===== src/rtl/steer_pkg.sv =====
package steer_pkg;
    typedef enum logic [1:0] {
        SRC_IDLE = 2'd0,
        SRC_CMD  = 2'd1,
        SRC_REQ  = 2'd2,
        SRC_REF  = 2'd3
    } src_sel_e;

    localparam int NSRC = 3;
endpackage


===== src/rtl/steer_rank_decode.sv =====
module steer_rank_decode #(
    parameter int BABITS = 3,
    parameter int NRANK  = 2,
    parameter int BKW    = 2
) (
    input  logic [BABITS-1:0] ba,
    input  logic              all_ranks,
    output logic [BKW-1:0]    bank,
    output logic [NRANK-1:0]  cs_n
);
    generate
        if (NRANK == 1) begin : g_single
            // the whole field is bank; the only rank is always selected
            assign bank = ba;
            assign cs_n = '0;
        end else begin : g_multi
            localparam int RBW = $clog2(NRANK);
            logic [RBW-1:0] rank;
            assign rank = ba[BABITS-1 -: RBW];
            assign bank = ba[BKW-1:0];
            for (genvar r = 0; r < NRANK; r++) begin : g_cs
                assign cs_n[r] = ~(all_ranks | (rank == RBW'(r)));
            end
        end
    endgenerate
endmodule


===== src/rtl/steer_phase.sv =====
module steer_phase
    import steer_pkg::*;
#(
    parameter int ABITS  = 13,
    parameter int BABITS = 3,
    parameter int NRANK  = 2,
    parameter int BKW    = 2
) (
    input  logic                   clk,
    input  logic                   rst_n,
    input  logic [1:0]             sel,
    input  logic [NSRC-1:0]        src_valid,
    input  logic [NSRC-1:0]        src_ready,
    input  logic [NSRC-1:0]        src_cas,
    input  logic [NSRC-1:0]        src_ras,
    input  logic [NSRC-1:0]        src_we,
    input  logic [NSRC*ABITS-1:0]  src_addr,
    input  logic [NSRC*BABITS-1:0] src_ba,
    output logic                   cas_n,
    output logic                   ras_n,
    output logic                   we_n,
    output logic [BKW-1:0]         bank,
    output logic [ABITS-1:0]       addr,
    output logic [NRANK-1:0]       cs_n
);
    src_sel_e          sel_e;
    logic              use_src;
    logic              is_ref;
    logic [1:0]        slot;
    logic              fire;
    logic              pick_cas, pick_ras, pick_we;
    logic [ABITS-1:0]  pick_addr;
    logic [BABITS-1:0] pick_ba;
    logic [BKW-1:0]    nxt_bank;
    logic [NRANK-1:0]  nxt_cs_n;

    assign sel_e = src_sel_e'(sel);

    // source selection
    always_comb begin
        use_src = 1'b1;
        is_ref  = 1'b0;
        slot    = 2'd0;
        unique case (sel_e)
            SRC_IDLE: use_src = 1'b0;
            SRC_CMD:  slot = 2'd0;
            SRC_REQ:  slot = 2'd1;
            SRC_REF: begin
                slot   = 2'd2;
                is_ref = 1'b1;
            end
        endcase
    end

    // field pick and strobe gating
    always_comb begin
        fire      = 1'b0;
        pick_cas  = 1'b0;
        pick_ras  = 1'b0;
        pick_we   = 1'b0;
        pick_addr = '0;
        pick_ba   = '0;
        if (use_src) begin
            fire      = src_valid[slot] & src_ready[slot];
            pick_cas  = src_cas[slot];
            pick_ras  = src_ras[slot];
            pick_we   = src_we[slot];
            pick_addr = src_addr[int'(slot)*ABITS +: ABITS];
            pick_ba   = src_ba[int'(slot)*BABITS +: BABITS];
        end
    end

    steer_rank_decode #(
        .BABITS(BABITS),
        .NRANK (NRANK),
        .BKW   (BKW)
    ) rank_dec_i (
        .ba       (pick_ba),
        .all_ranks(is_ref),
        .bank     (nxt_bank),
        .cs_n     (nxt_cs_n)
    );

    // output register
    always_ff @(posedge clk) begin
        if (!rst_n) begin
            cas_n <= 1'b1;
            ras_n <= 1'b1;
            we_n  <= 1'b1;
            bank  <= '0;
            addr  <= '0;
            cs_n  <= '1;
        end else begin
            cas_n <= ~(fire & pick_cas);
            ras_n <= ~(fire & pick_ras);
            we_n  <= ~(fire & pick_we);
            bank  <= nxt_bank;
            addr  <= pick_addr;
            cs_n  <= nxt_cs_n;
        end
    end

    // idle phase carries no command
    a_r2_idle_no_cmd: assert property (@(posedge clk) disable iff (!rst_n)
        (sel == SRC_IDLE) |=> (cas_n && ras_n && we_n));

    // command source without handshake stays silent
    a_r3_cmd_gated: assert property (@(posedge clk) disable iff (!rst_n)
        (sel == SRC_CMD && !(src_valid[0] && src_ready[0])) |=> (cas_n && ras_n && we_n));

    // refresh strobes are the inverse of the positive request
    a_r4_ref_invert: assert property (@(posedge clk) disable iff (!rst_n)
        (sel == SRC_REF && src_valid[2] && src_ready[2]) |=>
            (cas_n == !$past(src_cas[2]) && ras_n == !$past(src_ras[2]) && we_n == !$past(src_we[2])));

    // refresh asserts every chip select
    a_r7_ref_all_ranks: assert property (@(posedge clk) disable iff (!rst_n)
        (sel == SRC_REF) |=> (cs_n == '0));

    // outside refresh at most one rank is selected
    a_r6_single_rank: assert property (@(posedge clk) disable iff (!rst_n)
        (sel != SRC_REF) |=> ($countones(~cs_n) <= 1));
endmodule


===== src/rtl/dram_phase_steer.sv =====
module dram_phase_steer
    import steer_pkg::*;
#(
    parameter int NPHASE = 2,
    parameter int NRANK  = 2,
    parameter int ABITS  = 13,
    parameter int BABITS = 3,
    localparam int BKW   = (NRANK > 1) ? BABITS - $clog2(NRANK) : BABITS
) (
    input  logic                      clk,
    input  logic                      rst_n,
    input  logic [2*NPHASE-1:0]       phase_sel,
    input  logic [2:0]                src_valid,
    input  logic [2:0]                src_ready,
    input  logic [2:0]                src_cas,
    input  logic [2:0]                src_ras,
    input  logic [2:0]                src_we,
    input  logic [3*ABITS-1:0]        src_addr,
    input  logic [3*BABITS-1:0]       src_ba,
    output logic [NPHASE-1:0]         ph_cas_n,
    output logic [NPHASE-1:0]         ph_ras_n,
    output logic [NPHASE-1:0]         ph_we_n,
    output logic [NPHASE*BKW-1:0]     ph_bank,
    output logic [NPHASE*ABITS-1:0]   ph_addr,
    output logic [NPHASE*NRANK-1:0]   ph_cs_n,
    output logic [NPHASE-1:0]         ph_reset_n,
    output logic [NPHASE*NRANK-1:0]   ph_cke,
    output logic [NPHASE*NRANK-1:0]   ph_odt
);
    // static device controls
    assign ph_reset_n = '1;
    assign ph_cke     = '1;
    assign ph_odt     = '1;

    generate
        for (genvar p = 0; p < NPHASE; p++) begin : g_phase
            steer_phase #(
                .ABITS (ABITS),
                .BABITS(BABITS),
                .NRANK (NRANK),
                .BKW   (BKW)
            ) phase_i (
                .clk      (clk),
                .rst_n    (rst_n),
                .sel      (phase_sel[2*p +: 2]),
                .src_valid(src_valid),
                .src_ready(src_ready),
                .src_cas  (src_cas),
                .src_ras  (src_ras),
                .src_we   (src_we),
                .src_addr (src_addr),
                .src_ba   (src_ba),
                .cas_n    (ph_cas_n[p]),
                .ras_n    (ph_ras_n[p]),
                .we_n     (ph_we_n[p]),
                .bank     (ph_bank[p*BKW +: BKW]),
                .addr     (ph_addr[p*ABITS +: ABITS]),
                .cs_n     (ph_cs_n[p*NRANK +: NRANK])
            );
        end
    endgenerate
endmodule


===== config.mk =====
export PLATFORM = sky130hd
export DESIGN_NAME = dram_phase_steer
export DESIGN_NICKNAME = d
export VERILOG_FILES = /design/src/rtl/steer_pkg.sv /design/src/rtl/steer_rank_decode.sv /design/src/rtl/steer_phase.sv /design/src/rtl/dram_phase_steer.sv
export SDC_FILE = /design/constraint.sdc
export NUM_CORES = 1
export LEC_CHECK = 0
export CAP_MARGIN = 20
export CORE_UTILIZATION = 55
export DETAILED_ROUTE_END_ITERATION = 7
export DONT_BUFFER_PORTS = 1
export GPL_ROUTABILITY_DRIVEN = 0
export PLACE_DENSITY = 0.68
export SLEW_MARGIN = 0
export SYNTH_ARGS = -nofsm -noshare
export SYNTH_HDL_FRONTEND = slang
export SYNTH_SLANG_ARGS = --single-unit

===== constraint.sdc =====
create_clock -name clk -period 1.7 [get_ports clk]
set_input_delay 0.34 -clock clk [delete_from_list [all_inputs] [get_ports clk]]
set_output_delay 0.34 -clock clk [all_outputs]
set_load 0.01 [all_outputs]

### After elaboration in Yosys (flattened, before gate mapping)

Cells that the tools add are included.

| word-level totals | value |
|---|---|
| flip-flop bits (word level) | 40 |
| bits in latches | 0 |
| memory bits (writable) | 0 |
| ROM bits | 0 |
| input port bits | 69 |
| output and inout bits | 50 |
| word-level logic and storage cells | 89 |
| memories kept | 0 |

| cells by class | value |
|---|---|
| add/sub/neg operators | 0 |
| $mul | 4 |
| div/mod/pow operators | 0 |
| order comparisons | 2 |
| equality and inequality tests | 4 |
| shift-type cells | 4 |
| mux-type cells | 34 |
| bitwise logic cells | 25 |
| reductions and logical operators | 4 |

Operator list:

| cell | number |
|---|---|
| $shiftx 39x32->13 | 2 |
| $shiftx 9x32->3 | 2 |
| $bmux 1 s2 | 10 |
| $mux 1 | 20 |
| $not 1->1 | 13 |
| $mul 2x4->6 const B | 2 |
| $and 1x1->1 | 8 |
| $eq 2x2->1 const B | 4 |
| $mul 2x2->4 const B | 2 |
| $pmux 2 s2 | 2 |
| $lt 2x3->1 const B | 2 |
| $mux 3 | 2 |
| $logic_not 2->1 | 2 |
| $or 1x1->1 | 4 |
| $reduce_or 2->1 | 2 |

### Logic depth before layout (Yosys ltp)

| depth | value |
|---|---|
| depth after elaboration | 8 |
| depth in mapped cells | 6 |
| gate-level depth less buffers | 3 |

### Modules after synthesis

A second synthesis with hierarchy kept.

| unflattened totals | value |
|---|---|
| cells, all modules | 205 |
| area total of the unflattened synthesis | 2183.3 um2 |

By module, submodules not included:

| module | times used | cells an instance | area an instance (um2) | seq. area each (um2) |
|---|---|---|---|---|
| steer_phase | 2 | 93 | 1019.7 | 400.4 |
| dram_phase_steer | 1 | 11 | 78.8 | 0.0 |
| steer_rank_decode | 2 | 4 | 32.5 | 0.0 |

### Least setup slack after synthesis

Ideal clock, no wire load.

| timing path | value |
|---|---|
| path type | input -> register |
| start point | in phase_sel[1] |
| end point | reg g_phase[0].phase_i.addr[10] |
| setup time | 128 ps |
| data arrival time | 1103 ps |
| data required time | 1572 ps |
| setup slack | 469 ps |
| stages | 5 |
| buffers on the path | 2 |
| path through | buf_4 -> buf_6 -> mux2_1 -> a22oi_1 -> nor2_1 |

| on the way | value |
|---|---|
| longest elaborated chain between the ends | 4 |
| elaborated cells on any way between the ends | 7 |
| those cells by class | mul (1); eq/ne (2); shift (1); mux (1); reduce/logical (2) |

Ends and longest elaborated chain:

| what | line | text |
|---|---|---|
| start: declaration | dram_phase_steer.sv:12 | `input logic [2*NPHASE-1:0] phase_sel,` |
| $eq 2x2->1 | steer_phase.sv:44 | `unique case (sel_e)` |
| $pmux 2 s2 | steer_phase.sv:44 |  |
| $mul 2x4->6 | steer_phase.sv:68 | `pick_addr = src_addr[int'(slot)*ABITS +: ABITS];` |
| $shiftx 39x32->13 | steer_phase.sv:68 |  |
| end signal: assignment | steer_phase.sv:98 | `addr <= pick_addr;` |
| end: declaration | steer_phase.sv:23 | `output logic [ABITS-1:0] addr,` |

Parallel ways exist; a longest one is shown, timed or not.
A chain may end at the register's enable or synchronous reset.

### Worst setup path after layout

| timing path | value |
|---|---|
| start point | reg g_phase[0].phase_i.addr[2] |
| end point | out ph_addr[2] |

RTL lines:

| what | line | text |
|---|---|---|
| end: declaration | dram_phase_steer.sv:24 | `output logic [NPHASE*ABITS-1:0] ph_addr,` |

No word-level cell between the ends.

==> summary.txt <==
Route
  – Drt pass-1 iters: 5
  – Detailed router's first-iteration violation count: 76
  – Average wire per standard cell: 18.30 um
  – Detailed-route vias per instance: 6.223
  – Via count: 1481
  – Remaining number of nets flagged by the antenna check after routing: 0
  – Drc violations: 0
  – DRT Wirelength: 4355 um

Synth
  – Synth warnings: 0
  – Post-Syn Area: 1981 um^2
  – Mean instance size in the synthesized netlist: 9.615 um^2
  – Number of flip-flops and latches in the synthesized netlist: 40
  – Part of the Yosys area used for sequential elements: 40.43%
  – Distinct cell type count after synthesis: 24
  – Synthesized netlist cell count: 206

Floorplan
  – Vert. Die Dim: 62.01 um
  – Floorplan Core Area: 3390 um^2
  – Die X-Extent: 62.01 um
  – Row Count: 21
  – Effective utilization at floorplan: 58.43%
  – Die area: 3845 um^2
  – I/O pins: 119

Status
  – Outcome: finished, final reports clean

Hold path
  – Path class of the lowest-slack min-delay path: in2reg

Flow run
  – Max-cap violations: 0

Global route
  – Largest net degree at the start of global routing: 28
  – Total routing usage reported by global routing: 21.67%
  – Antenna violations before repair: 0
  – Sum of overflow across all layers after global routing: 0
  – Vias in the first global route: 1352
  – Wire length of the first global-routing pass: 5871 um

Setup path
  – Critical path startpoint category: flip-flop
  – Required arrival time at the worst endpoint: 1.36 ns
  – Data arrival at the endpoint of the critical path: 0.73 ns
  – Worst setup path class: reg2out
  – Largest fanout on the critical path: 1
  – Setup crit end kind: output port

Final layout
  – Number of antenna diodes: 0
  – Final net count: 260
  – Area added between synthesis and finish: -1.516%
  – Fraction of layout instances using a drive strength above 1: 6.250%

Clock tree
  – Post-cts resize count: 0
  – Total number of clock tree sinks: 40
  – Buffer levels on the longest clock path: 2
  – CTS hold repair buffers: 0
  – Clock Pin Slew Worst Setup and Hold Paths: 0.12 ns
  – Number of levels the H-tree was split into: 2
  – Number of buffers inserted by post-CTS setup repair: 0
  – Inserted Clock Buffers: 5
  – Clk Tree Root Cell: sky130_fd_sc_hd__clkbuf_4
  – TritonCTS clock tree: built

STA
  – Maximum operating frequency: 0.9324 GHz
  – Relative slew slack: 54.88%
  – Setup repair after global routing missed its margin: false
  – Tcrit/Tclk final: 63.09%
  – Hold Worst Slack: 0.06598 ns
  – Setup TNS: 0 ns
  – Post-route minimum period: 1.073 ns
  – Fin. max-slew vios: 0
  – Final number of setup-violating endpoints: 0
  – Number of endpoints with negative hold slack in the final report: 0
  – Least-Margin Pin Slew: 0.6738 ns

Power
  – Worst vdd ir: 0.3862 mV
  – Power density cells: 989.8 nW/um^2
  – LEAKAGE: 0.7795 nW

Placed design
  – Number of input and output port buffers inserted: 0
  – HPWL Detailed: 3015 um
[power by group]
part           internal, W  switching, W  total, W
combinational    0.0000999     0.0000928  0.000193
clock             0.000391      0.000300  0.000691
sequential        0.000996     0.0000513   0.00105
total              0.00149      0.000444   0.00193
[final cells by class]
| class | count | area [um^2] |
|---|---|---|
| clock buffer | 7 | 65.06 |
| sequential | 40 | 800.8 |
| inverter | 1 | 3.754 |
| clock inverter | 1 | 30.03 |
| timing repair buffer | 2 | 15.01 |
| fill | 278 | 1439 |
| multi-input combinational | 141 | 978.4 |
| tap | 46 | 57.56 |
[registers in the layout, summed over array words and instances, names as in the netlist]
register	flops
g_phase.phase_i.bank	4
g_phase.phase_i.addr	26
g_phase.phase_i.ras_n	2
g_phase.phase_i.we_n	2
g_phase.phase_i.cas_n	2
g_phase.phase_i.cs_n	4
[metrics by stage]
step	total power (W)	instances	setup WS, ns	util (%)	area (um^2)
after global routing	0.002013	238	0.5763	57.55	1951
after global placement	0.001253	230	0.3813	54.74	1856
final	0.001931	238	0.6275	57.55	1951
after floorplan	0.001299	215	0.4693	-	2014
after CTS	0.001944	238	0.6075	57.55	1951
after detailed placement	0.001261	230	0.3818	54.74	1856
[cell usage in the layout, fill, tap and decap left out, types with 2 or more instances in the layout]
cell type                    n
sky130_fd_sc_hd__o21ai_1     2
sky130_fd_sc_hd__a31oi_1     2
sky130_fd_sc_hd__o2111ai_1   3
sky130_fd_sc_hd__mux2i_1     6
sky130_fd_sc_hd__o211ai_1    6
sky130_fd_sc_hd__conb_1     10
sky130_fd_sc_hd__nand2_1    14
sky130_fd_sc_hd__clkbuf_8    2
sky130_fd_sc_hd__nor2_1     31
sky130_fd_sc_hd__dfxtp_1    40
sky130_fd_sc_hd__a22oi_1    30
sky130_fd_sc_hd__buf_4       2
sky130_fd_sc_hd__mux2_1     30
sky130_fd_sc_hd__clkbuf_4    5
[final timing paths]
path	end	from	cells after the start
max	ph_addr[2]	g_phase[0].phase_i.addr[2]$_SDFF_PP0_	0
min	g_phase[0].phase_i.cs_n[1]$_SDFF_PN1_	rst_n	1
[Yosys cell counts]
| cell type | count | area [um^2] |
|---|---|---|
| sky130_fd_sc_hd__o21ai_1 | 2 | 10.01 |
| sky130_fd_sc_hd__a21oi_1 | 1 | 5.000 |
| sky130_fd_sc_hd__buf_2 | 5 | 25.02 |
| sky130_fd_sc_hd__a31oi_1 | 2 | 12.51 |
| sky130_fd_sc_hd__clkbuf_1 | 4 | 15.01 |
| sky130_fd_sc_hd__dfxtp_1 | 40 | 800.8 |
| sky130_fd_sc_hd__nor2_1 | 31 | 116.4 |
| sky130_fd_sc_hd__mux2i_1 | 6 | 60.06 |
| sky130_fd_sc_hd__buf_4 | 19 | 142.6 |
| sky130_fd_sc_hd__nand2_1 | 14 | 52.55 |
| sky130_fd_sc_hd__a2111oi_2 | 1 | 15.01 |
| sky130_fd_sc_hd__nand3b_1 | 1 | 7.510 |
| sky130_fd_sc_hd__nand3_1 | 1 | 5.000 |
| sky130_fd_sc_hd__o2111ai_1 | 3 | 26.28 |
| sky130_fd_sc_hd__o211ai_1 | 6 | 45.04 |
| sky130_fd_sc_hd__buf_1 | 1 | 3.750 |
| sky130_fd_sc_hd__buf_6 | 4 | 45.04 |
| sky130_fd_sc_hd__conb_1 | 1 | 3.750 |
| sky130_fd_sc_hd__a21boi_1 | 1 | 7.510 |
| sky130_fd_sc_hd__nor2b_2 | 1 | 8.760 |
| sky130_fd_sc_hd__nor2b_1 | 1 | 6.260 |
| sky130_fd_sc_hd__a22oi_1 | 30 | 225.2 |
| sky130_fd_sc_hd__inv_1 | 1 | 3.750 |
| sky130_fd_sc_hd__mux2_1 | 30 | 337.8 |
[logic make-up (layout without fill, tap and decap cells)]
logic type | count (synthesis) | count (layout) | share of synthesized area (%)
simple gates | 49 | 49 | 9.918
other cells | 1 | 10 | 0.1893
compound gates | 46 | 46 | 17.50
mux | 36 | 36 | 20.09
flops | 40 | 40 | 40.43
buf+inv | 34 | 11 | 11.88
[layer usage]
layer / up-vias / GRT usage [%] / share of wire [%]
li1: 676 / - / -
met1: 695 / 21.76 / 38
met2: 104 / 38.75 / 50
met3: 6 / 9.110 / 10
met4: 0 / 9.841 / 1.2
met5: - / 0 / 0
Note: power is estimated with default switching activity, not from simulation.
